### src/rtl/tagres_fifo_pkg.sv
package tagres_fifo_pkg;
    localparam int TAG_W = 4;
    localparam int RES_W = 10;
    localparam int IRQ_N = 3;
    localparam int IRQ_OVR = 0;
    localparam int IRQ_WM  = 1;
    localparam int IRQ_EOS = 2;

    typedef struct packed {
        logic [TAG_W-1:0] tag;
        logic [RES_W-1:0] res;
    } res_entry_t;

    function automatic logic wm_reached(input int unsigned occ, input int unsigned level_m1);
        return occ >= level_m1 + 1;
    endfunction
endpackage

### src/rtl/tagres_fifo_core.sv
module tagres_fifo_core
    import tagres_fifo_pkg::*;
#(
    parameter int DEPTH = 16,
    localparam int PTR_W = $clog2(DEPTH),
    localparam int CNT_W = PTR_W + 1
) (
    input  logic             clk,
    input  logic             rst,
    input  logic             flush,
    input  logic             wr_en,
    input  res_entry_t       wr_word,
    input  logic             rd_en,
    output res_entry_t       rd_word,
    output logic [PTR_W-1:0] rptr,
    output logic [PTR_W-1:0] wptr,
    output logic [CNT_W-1:0] occ,
    output logic             empty,
    output logic             full,
    output logic             drop
);
    localparam logic [CNT_W-1:0] FULL_CNT = CNT_W'(DEPTH);
    localparam logic [PTR_W-1:0] PTR_LAST = PTR_W'(DEPTH - 1);

    res_entry_t mem [DEPTH];
    logic push, pop;

    assign empty = (occ == '0);
    assign full  = (occ == FULL_CNT);
    assign push  = wr_en & ~full & ~flush;
    assign pop   = rd_en & ~empty & ~flush;
    assign drop  = wr_en & full & ~flush;

    always_ff @(posedge clk) begin
        if (push) mem[wptr] <= wr_word;
    end

    always_ff @(posedge clk) begin
        if (rst) begin
            rptr    <= '0;
            wptr    <= '0;
            occ     <= '0;
            rd_word <= '0;
        end else if (flush) begin
            rptr <= '0;
            wptr <= '0;
            occ  <= '0;
        end else begin
            if (push) wptr <= (wptr == PTR_LAST) ? '0 : wptr + 1'b1;
            if (pop) begin
                rd_word <= mem[rptr];
                rptr    <= (rptr == PTR_LAST) ? '0 : rptr + 1'b1;
            end
            case ({push, pop})
                2'b10:   occ <= occ + 1'b1;
                2'b01:   occ <= occ - 1'b1;
                default: occ <= occ;
            endcase
        end
    end


    occ_bound_chk: assert property (@(posedge clk) disable iff (rst) occ <= FULL_CNT);

    drop_hold_chk: assert property (@(posedge clk) disable iff (rst) drop |=> $stable(wptr));

    empty_read_chk: assert property (@(posedge clk) disable iff (rst)
        (rd_en && empty && !flush) |=> ($stable(rptr) && $stable(rd_word)));
endmodule

### src/rtl/tagres_fifo_irq.sv
module tagres_fifo_irq
    import tagres_fifo_pkg::*;
#(
    parameter int DEPTH = 16,
    localparam int PTR_W = $clog2(DEPTH),
    localparam int CNT_W = PTR_W + 1
) (
    input  logic             clk,
    input  logic             rst,
    input  logic             flush,
    input  logic             drop,
    input  logic [CNT_W-1:0] occ,
    input  logic [PTR_W-1:0] wm_sel,
    input  logic [IRQ_N-1:0] int_en,
    input  logic             int_global,
    input  logic             eos_set,
    input  logic             eos_clr,
    output logic             ovr,
    output logic             at_wm,
    output logic [IRQ_N-1:0] raw,
    output logic [IRQ_N-1:0] masked,
    output logic             irq
);
    logic eos;

    assign at_wm = wm_reached(32'(occ), 32'(wm_sel));

    always_ff @(posedge clk) begin
        if (rst || flush) ovr <= 1'b0;
        else if (drop)    ovr <= 1'b1;
    end

    always_ff @(posedge clk) begin
        if (rst)          eos <= 1'b0;
        else if (eos_set) eos <= 1'b1;
        else if (eos_clr) eos <= 1'b0;
    end

    always_comb begin
        raw          = '0;
        raw[IRQ_OVR] = ovr;
        raw[IRQ_WM]  = at_wm;
        raw[IRQ_EOS] = eos;
    end

    assign masked = raw & int_en;
    assign irq    = int_global & (|masked);


    ovr_sticky_chk: assert property (@(posedge clk) disable iff (rst) (ovr && !flush) |=> ovr);

    flush_clr_chk: assert property (@(posedge clk) disable iff (rst) flush |=> (!ovr && occ == '0));

    eos_set_chk: assert property (@(posedge clk) disable iff (rst) eos_set |=> raw[IRQ_EOS]);
endmodule

### src/rtl/tagres_fifo.sv
module tagres_fifo
    import tagres_fifo_pkg::*;
(
    input  logic        clk,
    input  logic        rst,
    input  logic        flush,
    input  logic        wr_en,
    input  logic [3:0]  wr_tag,
    input  logic [9:0]  wr_data,
    input  logic        rd_en,
    output logic [3:0]  rd_tag,
    output logic [9:0]  rd_data,
    input  logic [3:0]  wm_sel,
    input  logic [2:0]  int_en,
    input  logic        int_global,
    input  logic        eos_set,
    input  logic        eos_clr,
    output logic [11:0] fifo_status,
    output logic [2:0]  raw_int,
    output logic [2:0]  masked_int,
    output logic        irq
);
    localparam int DEPTH = 16;
    localparam int PTR_W = $clog2(DEPTH);
    localparam int CNT_W = PTR_W + 1;

    res_entry_t       wr_word, rd_word;
    logic [PTR_W-1:0] rptr, wptr;
    logic [CNT_W-1:0] occ;
    logic             empty, full, drop, ovr, at_wm;

    assign wr_word.tag = wr_tag;
    assign wr_word.res = wr_data;
    assign rd_tag      = rd_word.tag;
    assign rd_data     = rd_word.res;

    tagres_fifo_core #(.DEPTH(DEPTH)) u_core (
        .clk(clk), .rst(rst), .flush(flush),
        .wr_en(wr_en), .wr_word(wr_word), .rd_en(rd_en), .rd_word(rd_word),
        .rptr(rptr), .wptr(wptr), .occ(occ),
        .empty(empty), .full(full), .drop(drop)
    );

    tagres_fifo_irq #(.DEPTH(DEPTH)) u_irq (
        .clk(clk), .rst(rst), .flush(flush), .drop(drop), .occ(occ),
        .wm_sel(wm_sel), .int_en(int_en), .int_global(int_global),
        .eos_set(eos_set), .eos_clr(eos_clr),
        .ovr(ovr), .at_wm(at_wm), .raw(raw_int), .masked(masked_int), .irq(irq)
    );

    assign fifo_status = {wptr, rptr, full, empty, ovr, at_wm};


    irq_gate_chk: assert property (@(posedge clk) disable iff (rst) irq |-> (int_global && masked_int != 3'b000));
endmodule

### config.mk
export PLATFORM = sky130hd
export DESIGN_NAME = tagres_fifo
export DESIGN_NICKNAME = d
export VERILOG_FILES = /design/src/rtl/tagres_fifo_pkg.sv /design/src/rtl/tagres_fifo_core.sv /design/src/rtl/tagres_fifo_irq.sv /design/src/rtl/tagres_fifo.sv
export SDC_FILE = /design/constraint.sdc
export NUM_CORES = 1
export LEC_CHECK = 0
export CORE_UTILIZATION = 60
export CTS_BUF_LIST = sky130_fd_sc_hd__clkbuf_2 sky130_fd_sc_hd__clkbuf_4 sky130_fd_sc_hd__clkbuf_8
export CTS_CLUSTER_DIAMETER = 80
export CTS_CLUSTER_SIZE = 20
export DETAILED_ROUTE_END_ITERATION = 16
export GPL_ROUTABILITY_DRIVEN = 0
export PLACE_DENSITY = 0.8
export SLEW_MARGIN = 30
export SYNTH_ARGS = -nofsm -noshare
export SYNTH_HDL_FRONTEND = slang
export SYNTH_SLANG_ARGS = --single-unit
### constraint.sdc
create_clock -name clk -period 3.6 [get_ports clk]
set_input_delay 0.72 -clock clk [delete_from_list [all_inputs] [get_ports clk]]
set_output_delay 0.72 -clock clk [all_outputs]
set_load 0.01 [all_outputs]
==> results.sh <==
export IMPL_yosysTopAreaCell="edfxtp_1"
export IMPL_fin_nets=651
export IMPL_core_area_um2=16600
export IMPL_n_antenna_cell=0
export IMPL_routed_wl_um=20500
export IMPL_vias_per_cell=6.25
export IMPL_cp_num_buf_inv=2
export IMPL_die_height_um=132
export IMPL_ys_ff_latch=253
export IMPL_worstRegToRegCells=10
export IMPL_finalNonFillerCells=836
export IMPL_cp_max_fo=3
export IMPL_yosysWarnings=0
export IMPL_synth_area_per_cell_um2=19.1
export IMPL_grt_max_degree=61
export IMPL_clock_root_buffer="clkbuf_8"
export IMPL_p_comb_frac=0.035
export IMPL_die_w_um=132
export IMPL_multiInputGateArea_um2=2660
export IMPL_cts_buffers=16
export IMPL_synthDistinctLibCells=43
export IMPL_ant_nets=0
export IMPL_rrSetupSlack_ns=0.69
export IMPL_htree_levels=1
export IMPL_worstHoldPathCells=2
export IMPL_slowest_delay_ns=0.51
export IMPL_synth_area_leaders="edfxtp_1 66%, mux4_2 12%, dfxtp_1 5.7%"
export IMPL_io_buffers=61
export IMPL_post_dp_cell_area_um2=11100
export IMPL_p_leak_nw=3.65
export IMPL_fillers=1058
export IMPL_dp_cells=808
export IMPL_die_area_um2=17500
export IMPL_cts_tree="yes"
export IMPL_drcViolationCount=0
export IMPL_synth_top_area_share=0.661
export IMPL_first_iter_violations=543
export IMPL_end_kind="output port"
export IMPL_worstPathArrival_ns=2.80
export IMPL_clk_latency_ns=0.51
export IMPL_hp_start="u_core.rd_word[1]"
export IMPL_sw_frac_of_total=0.190
export IMPL_grt_pass1_wl_um=31100
export IMPL_relSlewSlack=0.421
export IMPL_wl_per_cell_um=24.5
export IMPL_status="finished clean"
export IMPL_hold_path_end="u_core.rd_word[1]"
export IMPL_setup_worst_path_class="input pin to output port"
export IMPL_ir_drop_v=0.000427
export IMPL_period_share=0.979
export IMPL_cts_sinks=253
export IMPL_min_path_type="register to register"
export IMPL_report_final_slew_viol_count=0
export IMPL_synth_seq_area_share=0.718
export IMPL_dpl_hpwl_um=12300
export IMPL_critPathLaunchType="input pin"
export IMPL_worst_path_max_delay_cell="clkdlybuf4s50_1"
export IMPL_clk_pin_slew_ns=0.10
export IMPL_grt_pass1_vias=5426
export IMPL_syn2layout_area_growth_pct=12.9
export IMPL_rows=47
export IMPL_required_ns=2.88
export IMPL_seqPwrFrac=0.669
export IMPL_path_cells="clkdlybuf4s50_1 -> nand3_1 -> xor2_1 -> ha_1 -> a21oi_2 -> o21ai_2 -> a21o_1 -> clkdlybuf4s50_1"
export IMPL_fin_crit_ns=3.52
export IMPL_grt_ovfl_total=0
export IMPL_ff_latch_area_um2=7310
export IMPL_grt_usage=0.243
export IMPL_clock_power_share=0.296
export IMPL_cap_viol_max_count=0
export IMPL_drive_above_1_share=0.231
export IMPL_ios=62
export IMPL_worstMarginPinSlew_ns=0.869
export IMPL_final_common_cell="edfxtp_1"
export IMPL_critical_path_most_common_cell="clkdlybuf4s50_1"
export IMPL_power_w=0.00479
export IMPL_r2r_end="u_core.occ[4]"
export IMPL_critPathTopFamily="buffers and inverters"
export IMPL_fmax_ghz=0.284
export IMPL_netSwitchingPower_w=0.000909
export IMPL_syn_area_um2=10200
export IMPL_fin_skew_ns=0.0139
export IMPL_antenna_found_initial=0
export IMPL_ctsLongestPathBuffers=3
export IMPL_start_util=0.614
export IMPL_synth_net_count=577
export IMPL_most_common_layout_cells="224 x edfxtp_1, 57 x clkdlybuf4s50_1, 56 x mux4_2"
export IMPL_p_int_w=0.00388
export IMPL_stdcell_area_um2=11500
export IMPL_postCtsSetupRepairBufs=0
export IMPL_reg2reg_from="u_core.occ[3]"
export IMPL_final_util=0.693
export IMPL_route_vias_total=5229
export IMPL_syn_inst=532
export IMPL_rsz0062_at_grt="false"
export IMPL_setup_viol=0
export IMPL_hold_violations=0
export IMPL_powerDensity_nw_per_um2=417
export IMPL_dr_pass1_iters=4
## worst max path at each step
stage | startpoint | to | slack, ns | cells after the start
floorplan | wr_en | u_core.mem[0][0] | 0.68 | 5
global placement | wm_sel[0] | masked_int[1] | -0.02 | 9
detailed placement | wm_sel[0] | masked_int[1] | -0.15 | 9
CTS | wm_sel[1] | masked_int[1] | 0.009 | 9
global route | wm_sel[1] | raw_int[1] | 0.003 | 8
finish | wm_sel[1] | raw_int[1] | 0.08 | 8
## metal layers
layer / GRT usage / part of all wire / vias to the layer above
met3: 0.0338 / 0.055 / 49
met2: 0.405 / 0.50 / 183
met5: 0 / 0 / -
met1: 0.331 / 0.42 / 2726
met4: 0.0894 / 0.031 / 0
li1: - / - / 2271
## registers in the layout, summed over array words and instances (netlist names)
signal	count
u_core.mem	224
u_core.rd_word	14
u_core.occ	5
u_core.rptr	4
u_core.wptr	4
u_irq.eos	1
u_irq.ovr	1
## metrics by stage
stage	worst slack [ns]	TNS [ns]	hold slack, ns
after floorplan	0.677	0	0.466
final	0.0772	0	0.516
after detailed placement	-0.148	-0.253	0.488
after global placement	-0.0229	-0.0229	0.483
after CTS	0.00905	0	0.521
after global routing	0.00252	0	0.557
## final cells by class
class                   count  area share
clock buffers              26      0.0262
clock inverters             2     0.00305
inverters                  12     0.00392
multi-input cells         231       0.231
flip-flops and latches    253       0.636
well taps                 220      0.0240
repair buffers             92      0.0750
## power groups by stage
stage                     clock (W)  combinational (W)  sequential [W]
after floorplan                   0          0.0000649         0.00327
after global placement            0           0.000153         0.00327
after detailed placement          0           0.000162         0.00327
after CTS                   0.00146           0.000164         0.00321
after global routing        0.00155           0.000178         0.00321
final                       0.00142           0.000166         0.00321
## worst reg2reg max path: cells and delay by family, from the launching register on
kind                       cells  cell delay, ns
and+or+nand+nor                3            1.09
AOI/OAI and AO/OA              4            0.68
adders and majority gates      2            0.60
DFF                            1            0.39
buffers and inverters          1            0.09
## cells by family (layout without fill, tap and decap cells)
group | after synthesis | after routing | synth area share
DFF | 253 | 253 | 0.718
muxes | 85 | 85 | 0.152
and+or+nand+nor | 80 | 80 | 0.0425
buffers and inverters | 48 | 132 | 0.0242
AOI/OAI and AO/OA | 44 | 44 | 0.0374
adders and majority gates | 16 | 16 | 0.0204
xor gates and xnor gates | 6 | 6 | 0.00516
## repair_timing
action | CTS | global route
pin swaps | 0 | 1
setup endpoints to repair | 4 | 4
hold buffers | 0 | 0
resized for setup | 5 | 4
## synth_stat cells
master    number
nor2b_1        4
a41oi_1        2
buf_6          1
nor4_1         1
or2_2          1
clkbuf_1      15
o31a_1         1
buf_1          3
nand3_1        2
a31oi_1        1
or4_4          1
nor3_1         7
buf_2          7
nor2_1        29
nand2b_1       4
xnor2_1        2
buf_12         1
xor2_1         4
inv_2          1
a311oi_1       1
o221ai_2      10
a211oi_1       2
a21oi_1       14
and2_1         4
o21ai_4        1
o21ai_0        4
mux4_2        56
o221ai_1       4
ha_1          15
nand2_1        9
a21o_1         2
buf_4          9
edfxtp_1     224
inv_1         11
or3_1          2
nor4b_1        1
dfxtp_1       29
a41o_1         1
mux2i_1       29
a21boi_0       1
nand3b_1      14
fa_1           1
nand3b_4       1
No activity file was read; power rests on OpenSTA's default activity.
